## src/rtl/nvm_csum_pkg.sv

```systemverilog
package nvm_csum_pkg;

  localparam logic [15:0] CSUM_TARGET = 16'hBABA;

  typedef enum logic [1:0] {ST_IDLE, ST_READ, ST_WRITE, ST_FIN} csum_state_e;

  // wrapped 16-bit accumulation step
  function automatic logic [15:0] csum_add(input logic [15:0] a, input logic [15:0] b);
    return a + b;
  endfunction

  // word that brings a partial sum up to the target
  function automatic logic [15:0] csum_fix(input logic [15:0] partial);
    return CSUM_TARGET - partial;
  endfunction

  function automatic logic csum_ok(input logic [15:0] total);
    return total == CSUM_TARGET;
  endfunction

endpackage

```

## src/rtl/nvm_poll_port.sv

```systemverilog
// One access at a time: strobe start, then sample done every POLL_GAP
// cycles, giving up after MAX_POLLS samples.
module nvm_poll_port #(
  parameter int unsigned ADDR_W    = 6,
  parameter int unsigned MAX_POLLS = 100000,
  parameter int unsigned POLL_GAP  = 4
) (
  input  logic              clk,
  input  logic              rst_n,
  input  logic              go,
  input  logic              go_write,
  input  logic [ADDR_W-1:0] go_addr,
  input  logic [15:0]       go_wdata,
  output logic              fin,
  output logic              fin_err,
  output logic [15:0]       fin_data,
  output logic              mem_start,
  output logic              mem_write,
  output logic [ADDR_W-1:0] mem_addr,
  output logic [15:0]       mem_wdata,
  input  logic              mem_done,
  input  logic              mem_err,
  input  logic [15:0]       mem_rdata
);
  localparam int TW = $clog2(MAX_POLLS + 1);
  localparam int GW = $clog2(POLL_GAP + 1);
  localparam logic [TW-1:0] LAST_TRY = TW'(MAX_POLLS - 1);
  localparam logic [GW-1:0] GAP_FULL = GW'(POLL_GAP);
  localparam logic [GW-1:0] GAP_NEXT = GW'(POLL_GAP - 1);

  logic          waiting;
  logic [GW-1:0] gap_cnt;
  logic [TW-1:0] tries;
  logic          sample_now;
  logic          out_of_tries;

  assign sample_now   = waiting && (gap_cnt == '0);
  assign out_of_tries = (tries == LAST_TRY);

  always_ff @(posedge clk) begin
    if (!rst_n) begin
      waiting   <= 1'b0;
      gap_cnt   <= '0;
      tries     <= '0;
      fin       <= 1'b0;
      fin_err   <= 1'b0;
      fin_data  <= '0;
      mem_start <= 1'b0;
      mem_write <= 1'b0;
      mem_addr  <= '0;
      mem_wdata <= '0;
    end else begin
      fin       <= 1'b0;
      mem_start <= 1'b0;
      if (!waiting) begin
        if (go) begin
          mem_start <= 1'b1;
          mem_write <= go_write;
          mem_addr  <= go_addr;
          mem_wdata <= go_wdata;
          gap_cnt   <= GAP_FULL;
          tries     <= '0;
          waiting   <= 1'b1;
        end
      end else if (!sample_now) begin
        gap_cnt <= gap_cnt - 1'b1;
      end else if (mem_done) begin
        fin      <= 1'b1;
        fin_err  <= mem_err;
        fin_data <= mem_rdata;
        waiting  <= 1'b0;
      end else if (out_of_tries) begin
        fin      <= 1'b1;
        fin_err  <= 1'b1;
        waiting  <= 1'b0;
      end else begin
        tries   <= tries + 1'b1;
        gap_cnt <= GAP_NEXT;
      end
    end
  end
endmodule

```

## src/rtl/nvm_sum_acc.sv

```systemverilog
module nvm_sum_acc import nvm_csum_pkg::*; (
  input  logic        clk,
  input  logic        rst_n,
  input  logic        clr,
  input  logic        add_en,
  input  logic [15:0] add_val,
  output logic [15:0] sum,
  output logic [15:0] sum_next
);
  assign sum_next = csum_add(sum, add_val);

  always_ff @(posedge clk) begin
    if (!rst_n || clr) sum <= '0;
    else if (add_en)   sum <= sum_next;
  end
endmodule

```

## src/rtl/nvm_csum_engine.sv

```systemverilog
module nvm_csum_engine import nvm_csum_pkg::*; #(
  parameter int unsigned ADDR_W    = 6,
  parameter int unsigned CSUM_ADDR = 63,
  parameter int unsigned MAX_POLLS = 100000,
  parameter int unsigned POLL_GAP  = 4
) (
  input  logic              clk,
  input  logic              rst_n,
  input  logic              op_start,
  input  logic              op_update,
  output logic              busy,
  output logic              done,
  output logic              pass,
  output logic              err,
  output logic [15:0]       sum_out,
  output logic              mem_start,
  output logic              mem_write,
  output logic [ADDR_W-1:0] mem_addr,
  output logic [15:0]       mem_wdata,
  input  logic              mem_done,
  input  logic              mem_err,
  input  logic [15:0]       mem_rdata
);
  localparam logic [ADDR_W-1:0] CS_A        = ADDR_W'(CSUM_ADDR);
  localparam bit                UPD_NO_READ = (CSUM_ADDR == 0);
  localparam logic [ADDR_W-1:0] UPD_LAST    = UPD_NO_READ ? '0 : ADDR_W'(CSUM_ADDR - 1);

  csum_state_e       state;
  logic              mode_upd;
  logic [ADDR_W-1:0] idx;
  logic              go_q, go_wr_q;
  logic [ADDR_W-1:0] go_addr_q;
  logic [15:0]       go_wdata_q;

  // named internal events
  logic        fin, fin_err;
  logic [15:0] fin_data;
  logic        accept, word_ok, rd_last;
  logic [15:0] acc_next;

  assign accept  = (state == ST_IDLE) && op_start;
  assign word_ok = (state == ST_READ) && fin && !fin_err;
  assign rd_last = mode_upd ? (idx == UPD_LAST) : (idx == CS_A);

  nvm_poll_port #(.ADDR_W(ADDR_W), .MAX_POLLS(MAX_POLLS), .POLL_GAP(POLL_GAP)) port_i (
    .clk(clk), .rst_n(rst_n),
    .go(go_q), .go_write(go_wr_q), .go_addr(go_addr_q), .go_wdata(go_wdata_q),
    .fin(fin), .fin_err(fin_err), .fin_data(fin_data),
    .mem_start(mem_start), .mem_write(mem_write), .mem_addr(mem_addr), .mem_wdata(mem_wdata),
    .mem_done(mem_done), .mem_err(mem_err), .mem_rdata(mem_rdata)
  );

  nvm_sum_acc acc_i (
    .clk(clk), .rst_n(rst_n), .clr(accept), .add_en(word_ok), .add_val(fin_data),
    .sum(sum_out), .sum_next(acc_next)
  );

  always_ff @(posedge clk) begin
    if (!rst_n) begin
      state      <= ST_IDLE;
      mode_upd   <= 1'b0;
      idx        <= '0;
      go_q       <= 1'b0;
      go_wr_q    <= 1'b0;
      go_addr_q  <= '0;
      go_wdata_q <= '0;
      pass       <= 1'b0;
      err        <= 1'b0;
    end else begin
      go_q <= 1'b0;
      case (state)
        ST_IDLE: if (op_start) begin
          mode_upd <= op_update;
          idx      <= '0;
          pass     <= 1'b0;
          err      <= 1'b0;
          go_q     <= 1'b1;
          if (op_update && UPD_NO_READ) begin
            go_wr_q    <= 1'b1;
            go_addr_q  <= CS_A;
            go_wdata_q <= csum_fix(16'h0000);
            state      <= ST_WRITE;
          end else begin
            go_wr_q   <= 1'b0;
            go_addr_q <= '0;
            state     <= ST_READ;
          end
        end
        ST_READ: if (fin) begin
          if (fin_err) begin
            err   <= 1'b1;
            state <= ST_FIN;
          end else if (rd_last) begin
            if (mode_upd) begin
              go_q       <= 1'b1;
              go_wr_q    <= 1'b1;
              go_addr_q  <= CS_A;
              go_wdata_q <= csum_fix(acc_next);
              state      <= ST_WRITE;
            end else begin
              pass  <= csum_ok(acc_next);
              state <= ST_FIN;
            end
          end else begin
            idx       <= idx + 1'b1;
            go_q      <= 1'b1;
            go_wr_q   <= 1'b0;
            go_addr_q <= idx + 1'b1;
          end
        end
        ST_WRITE: if (fin) begin
          err   <= fin_err;
          pass  <= !fin_err;
          state <= ST_FIN;
        end
        ST_FIN:  state <= ST_IDLE;
        default: state <= ST_IDLE;
      endcase
    end
  end

  assign busy = (state != ST_IDLE);
  assign done = (state == ST_FIN);
endmodule

```

## config.mk

```make
export PLATFORM = sky130hd
export DESIGN_NAME = nvm_csum_engine
export DESIGN_NICKNAME = d
export VERILOG_FILES = /design/src/rtl/nvm_csum_pkg.sv /design/src/rtl/nvm_poll_port.sv /design/src/rtl/nvm_sum_acc.sv /design/src/rtl/nvm_csum_engine.sv
export SDC_FILE = /design/constraint.sdc
export NUM_CORES = 1
export LEC_CHECK = 0
export BUFFER_PORTS_ARGS = -buffer_cell sky130_fd_sc_hd__clkbuf_2
export CAP_MARGIN = 0
export CORE_MARGIN = 5
export CORE_UTILIZATION = 40
export DETAILED_ROUTE_END_ITERATION = 16
export GPL_ROUTABILITY_DRIVEN = 1
export GPL_TIMING_DRIVEN = 1
export PLACE_DENSITY = 0.65
export SLEW_MARGIN = 40
export SYNTH_ARGS = -nofsm -noshare
export SYNTH_HDL_FRONTEND = slang
export SYNTH_SLANG_ARGS = --single-unit
export TNS_END_PERCENT = 30
```

## constraint.sdc

```tcl
create_clock -name clk -period 3.87 [get_ports clk]
set_input_delay 0.387 -clock clk [delete_from_list [all_inputs] [get_ports clk]]
set_output_delay 0.387 -clock clk [all_outputs]
set_load 0.02 [all_outputs]
```

# Word level (Yosys, flattened, before mapping)
# Index checks and enable logic that the tools add are counted.
# Widths: inputs -> output; s select.
totals:
  memories: 0
  mem_bits_ro: 0
  input_bits: 22
  wordCells: 137
  ff_bits: 114
  output_inout_bits: 44
  ramBits: 0
  latch_bits: 0
op_classes:
  multipliers: 0
  order_cmp: 0
  n_eq_ne: 22
  n_mux: 59
  n_addsub: 5
  shift: 0
  bitwise_logic: 3
  div: 0
  reduce_logical: 28
ops:
  columns: ["operator", "n"]
  rows:
  - ["$mux 17", 5]
  - ["$mux 6", 8]
  - ["$mux 1", 29]
  - ["$pmux 6 s2", 2]
  - ["$reduce_and 5->1", 4]
  - ["$add 17x1->17 const B", 1]
  - ["$eq 17x17->1 const B", 1]
  - ["$add 16x16->16", 1]
  - ["$eq 16x16->1 const B", 1]
  - ["$ne 2x2->1 const B", 8]
  - ["$sub 16x16->16 const A", 1]
  - ["$mux 3", 5]
  - ["$eq 6x6->1 const B", 2]
  - ["$reduce_and 3->1", 4]
  - ["$mux 2", 5]
  - ["$ne 3x3->1 const B", 3]
  - ["$pmux 2 s4", 1]
  - ["$reduce_and 4->1", 2]
  - ["$reduce_bool 2->1", 4]
  - ["$reduce_and 7->1", 1]
  - ["$add 6x1->6 const B", 1]
  - ["$ne 2x1->1 const B", 3]
  - ["$pmux 1 s3", 2]
  - ["$eq 2x2->1 const B", 2]
  - ["13 further kinds", 21]

# Longest topological paths before layout
logic_depth:
  ltp_word: 7
  ltp_mapped: 10
  depth_no_buf: 10

# Cells and area by module
# A second synthesis with hierarchy kept.
hier_totals:
  hier_cells: 748
  hier_area_um2: 6292.3
by_module_without_submodules:
  columns: ["module", "area_each_um2", "cells_each", "seq_area_each_um2", "n_inst"]
  rows:
  - ["nvm_poll_port", 2770.2, 335, 1261.2, 1]
  - ["nvm_csum_engine", 2088.3, 248, 700.7, 1]
  - ["nvm_sum_acc", 1433.9, 165, 320.3, 1]

# Least setup slack after synthesis
# No wires, ideal clock.
synth_path:
  path_kind: "register to register"
  from: "register acc_i.sum[0]"
  to: "register go_wdata_q[15]"
  stages_incl_launch_ff: 11
  required_time_ns: 3.743
  n_path_buf: 0
  path_slack_ns: 0.754
  t_arrival_ns: 2.989
  synth_period_minus_slack_ns: 3.116
  setup_time_ns: 0.127
  cell_sequence: "dfxtp_1 ha_1 fa_1 nand2_1 nand2_1 or3b_1 o21bai_4 a2111oi_4 o2111ai_1 and4b_1 or3_1"
synth_between:
  elab_chain_cells: 2
synth_lines:
  columns: ["item", "line", "source"]
  rows:
  - ["from (decl)", "nvm_sum_acc.sv:7", "output logic [15:0] sum,"]
  - ["from (signal assigned)", "nvm_sum_acc.sv:14", "else if (add_en) sum <= sum_next;"]
  - ["$add 16x16->16", "nvm_csum_pkg.sv:9", "return a + b;"]
  - ["named net acc_i.sum_next[1]", "nvm_sum_acc.sv:8", "output logic [15:0] sum_next"]
  - ["$sub 16x16->16", "nvm_csum_pkg.sv:14", "return CSUM_TARGET - partial;"]
  - ["to (signal assigned)", "nvm_csum_engine.sv:81", "go_wdata_q <= csum_fix(16'h0000);"]
  - ["to (signal assigned)", "nvm_csum_engine.sv:98", "go_wdata_q <= csum_fix(acc_next);"]
  - ["to (decl)", "nvm_csum_engine.sv:33", "logic [15:0] go_wdata_q;"]
# The timed path passes the listed nets, and every way through them passes these cells.
# A chain may end at the register's enable or synchronous reset.

# Worst setup path after layout
layout_path:
  from: "register acc_i.sum[0]"
  to: "register go_wdata_q[15]"
layout_between:
  elab_chain_cells: 2
layout_lines:
  columns: ["item", "line"]
  rows:
  - ["$add 16x16->16", "nvm_csum_pkg.sv:9"]
  - ["$sub 16x16->16", "nvm_csum_pkg.sv:14"]
# No other way between the ends.

==> impl_metrics.yaml <==
sta:
  fmax_mhz: 308
  finClkSkew_ps: 7.56
  setup_tns_ps: 0
  rsz0062_at_grt: "false"
  max-slew-margin-rel_pct: 58.0
  worst_slew_pin_slew_ps: 628
  setup_violations: 0
  drv_slew: 0
  min_period_ps: 3240
  hold_viol_final: 0
  fin_crit_sh_pct: 83.8
die:
  die_h_um: 129
  fp.coreArea_sq_mm: 0.0139
  num_rows: 43
  dieWidth_um: 129
  start_util_pct: 40.8
  io_pins: 66
  dieArea_sq_mm: 0.0167
drt:
  num_vias: 4978
  first_pass_iters: 5
  finalWirelength_um: 13700
  wl_per_cell_um: 14.2
  drt_iter0_drc: 276
  drc: 0
  ant_nets: 0
  viasPerCell: 5.16
logic_synthesis:
  synth.avg_cell_area_sq_um: 8.06
  syn_nets: 755
  synthSimpleGateAreaFrac_pct: 25.2
  post_synth_xor_area_fraction_pct: 5.85
  synth-seq-cells: 114
  syn_area_sq_mm: 0.00569
  synth_cell_types: 72
  ys_seq_area_share_pct: 40.1
  syn_inst: 706
  async_flop_share_pct: 0
  synth-edff-count: 0
  yosys_warnings: 0
  synthMuxAreaShare_pct: 0.198
  synthAdderAreaFrac_pct: 6.07
  ys.flop_type: "dfxtp_1"
  synth_top_family_by_area: "simple AND/OR/NAND/NOR gates"
  synth-compound-area-share_pct: 19.4
clock_network:
  cts.sinks: 114
  cts_resized: 0
  cts_hold_buf: 0
  cts_setup_buffers: 0
  cts.path.max_buffers: 2
  clk_latency_ps: 420
  numCtsBuffers: 17
  clk_pin_slew_ps: 60
  cts_tree: "done"
  htreeDepth: 4
  cts_root_buffer: "clkbuf_16"
worst_hold_path:
  holdPathStages: 3
  hold_path.class: "in2reg"
run:
  maxCapViolCount: 0
grt:
  grt_pass1_vias: 4635
  antenna_found_initial: 0
  grt_max_degree: 49
  grt_pass1_wl_um: 22700
  grt_usage_pct: 17.0
  grt_overflow: 0
power:
  powerDensity_mw_per_mm2: 529
  report.power.total_uw: 3620
  ir_drop_uv: 268
  power_leakage_uw: 0.00270
setup_path:
  critical_path_class: "reg2reg"
  r2r_cells: 10
  critPathMaxStageDelay_ps: 460
  start_kind: "flip-flop"
  cpLargestDelayFamily: "compound AO/OA/AOI/OAI gates"
  crit_required_ps: 4170
  cp_slowest_cell: "fa_1"
  cp.depth: 10
  worstPathMaxFanout: 4
  worst-path-buf-inv: 0
  crit_chain: "ha_1 > fa_1 > a21o_1 > a221oi_2 > xnor2_1 > a21oi_1 > a2111oi_4 > o2111ai_1 > and4b_1 > or3_1"
  critPathCaptureType: "flip-flop"
  cp_data_arrival_time_ps: 3540
cells_and_area:
  final_common_cell: "nand2_1"
  nets: 821
  antenna_cells: 0
  area_growth_pct: 20.2
  fin_util_pct: 49.1
  drive_above_1_share_pct: 16.9
  layout_common_cells: "nand2_1 (144), dfxtp_1 (114), nor2_1 (84), a21oi_1 (79), clkbuf_2 (65)"
place:
  port_buffers: 65
  dpl.hpwl_um: 9880
  gp_congestion: 0.877
status:
  status: "completed"
final timing paths:
kind	start	endpoint	slack, ps
worst max-delay path	acc_i.sum[0]$_SDFFE_PP0P_	go_wdata_q[15]$_SDFFE_PN0P_	630
worst min-delay path	mem_rdata[8]	port_i.fin_data[8]$_SDFFE_PN0P_	180
worst max register to register	acc_i.sum[0]$_SDFFE_PP0P_	go_wdata_q[15]$_SDFFE_PN0P_	630
worst min register to register	go_wdata_q[4]$_SDFFE_PN0P_	port_i.mem_wdata[4]$_SDFFE_PN0P_	450
report_power, final:
| group | total (uW) | leakage, uW | internal, uW | switching (uW) |
|---|---|---|---|---|
| combinational | 677 | 0.00149 | 229 | 448 |
| clock | 1630 | 0.000289 | 1040 | 591 |
| sequential | 1320 | 0.000922 | 1250 | 62.5 |
| total | 3620 | 0.00270 | 2520 | 1100 |
stage by stage:
step | worst slack, ps | instances | hold WS [ps] | area [sq um]
after floorplan | 754 | 706 | 429 | 5690
after global placement | 729 | 933 | 442 | 6210
after detailed placement | 643 | 933 | 443 | 6220
after CTS | 626 | 965 | 167 | 6840
after global routing | 448 | 965 | 181 | 6840
final | 626 | 965 | 183 | 6840
synthesized netlist by cell type, types with 3 or more instances:
library cell  instances  share of area [%]
a21o_1                5               0.66
nand4b_1              5               0.77
a21oi_1              79                6.9
a22o_1                3               0.46
xnor2_1              15                2.3
and3_1               10                1.1
nand3_1              22                1.9
nand2_1             144                9.5
nor2_1               84                5.5
ha_1                 26                5.7
o211ai_1              4               0.53
dfxtp_1             114                 40
a211oi_1             10                1.3
nor3_1               15                1.3
o22a_1                3               0.46
o31ai_1               3               0.40
a31oi_1               9               0.99
nand2b_1              3               0.33
inv_1                13               0.86
nand4_1               3               0.33
xor2_1               23                3.5
o21ai_0              21                1.8
and2_1                6               0.66
clkbuf_1             24                1.6
kinds of logic (layout without fill, tap and decap cells):
family | count (synthesis) | after routing
and+or+nand+nor | 316 | 316
AOI/OAI and AO/OA | 166 | 166
DFF | 114 | 114
buffers and inverters | 44 | 123
xor gates and xnor gates | 38 | 38
adders and majority gates | 27 | 27
muxes | 1 | 1
cell type report:
type / instances / area (sq um)
multi-input combinational: 548 / 3240
fill: 1348 / 7100
tap: 180 / 225
clock inverter: 14 / 181
sequential: 114 / 2280
clock buffer: 18 / 439
inverter: 15 / 58.8
timing repair buffer: 76 / 408
flip-flops by register name (all words and copies together) (netlist names):
signal and count:
port_i.mem_write 1, port_i.gap_cnt 3, port_i.mem_start 1, port_i.mem_wdata 16, state 2, idx 6
go_wdata_q 16, err 1, port_i.tries 17, acc_i.sum 16, port_i.mem_addr 6, go_addr_q 6
pass 1, port_i.fin_data 16, port_i.fin_err 1, port_i.fin 1, mode_upd 1, go_q 1
port_i.waiting 1, go_wr_q 1
worst min-delay path, delay by kind of cell:
kind            cells  cell delay (ps)
simple gates        1               40
buf+inv             1               80
compound gates      1               50
metal layers:
layer	part of all wire [%]	GRT usage, %	vias to the layer above	wire length [um]
met5	0	0	-	0
li1	-	-	2597	-
met4	1.3	4.94	0	182
met2	43	25.5	102	5860
met3	5.3	5.03	14	725
met1	51	23.6	2265	6940
Power figures use the tool's default switching activity.
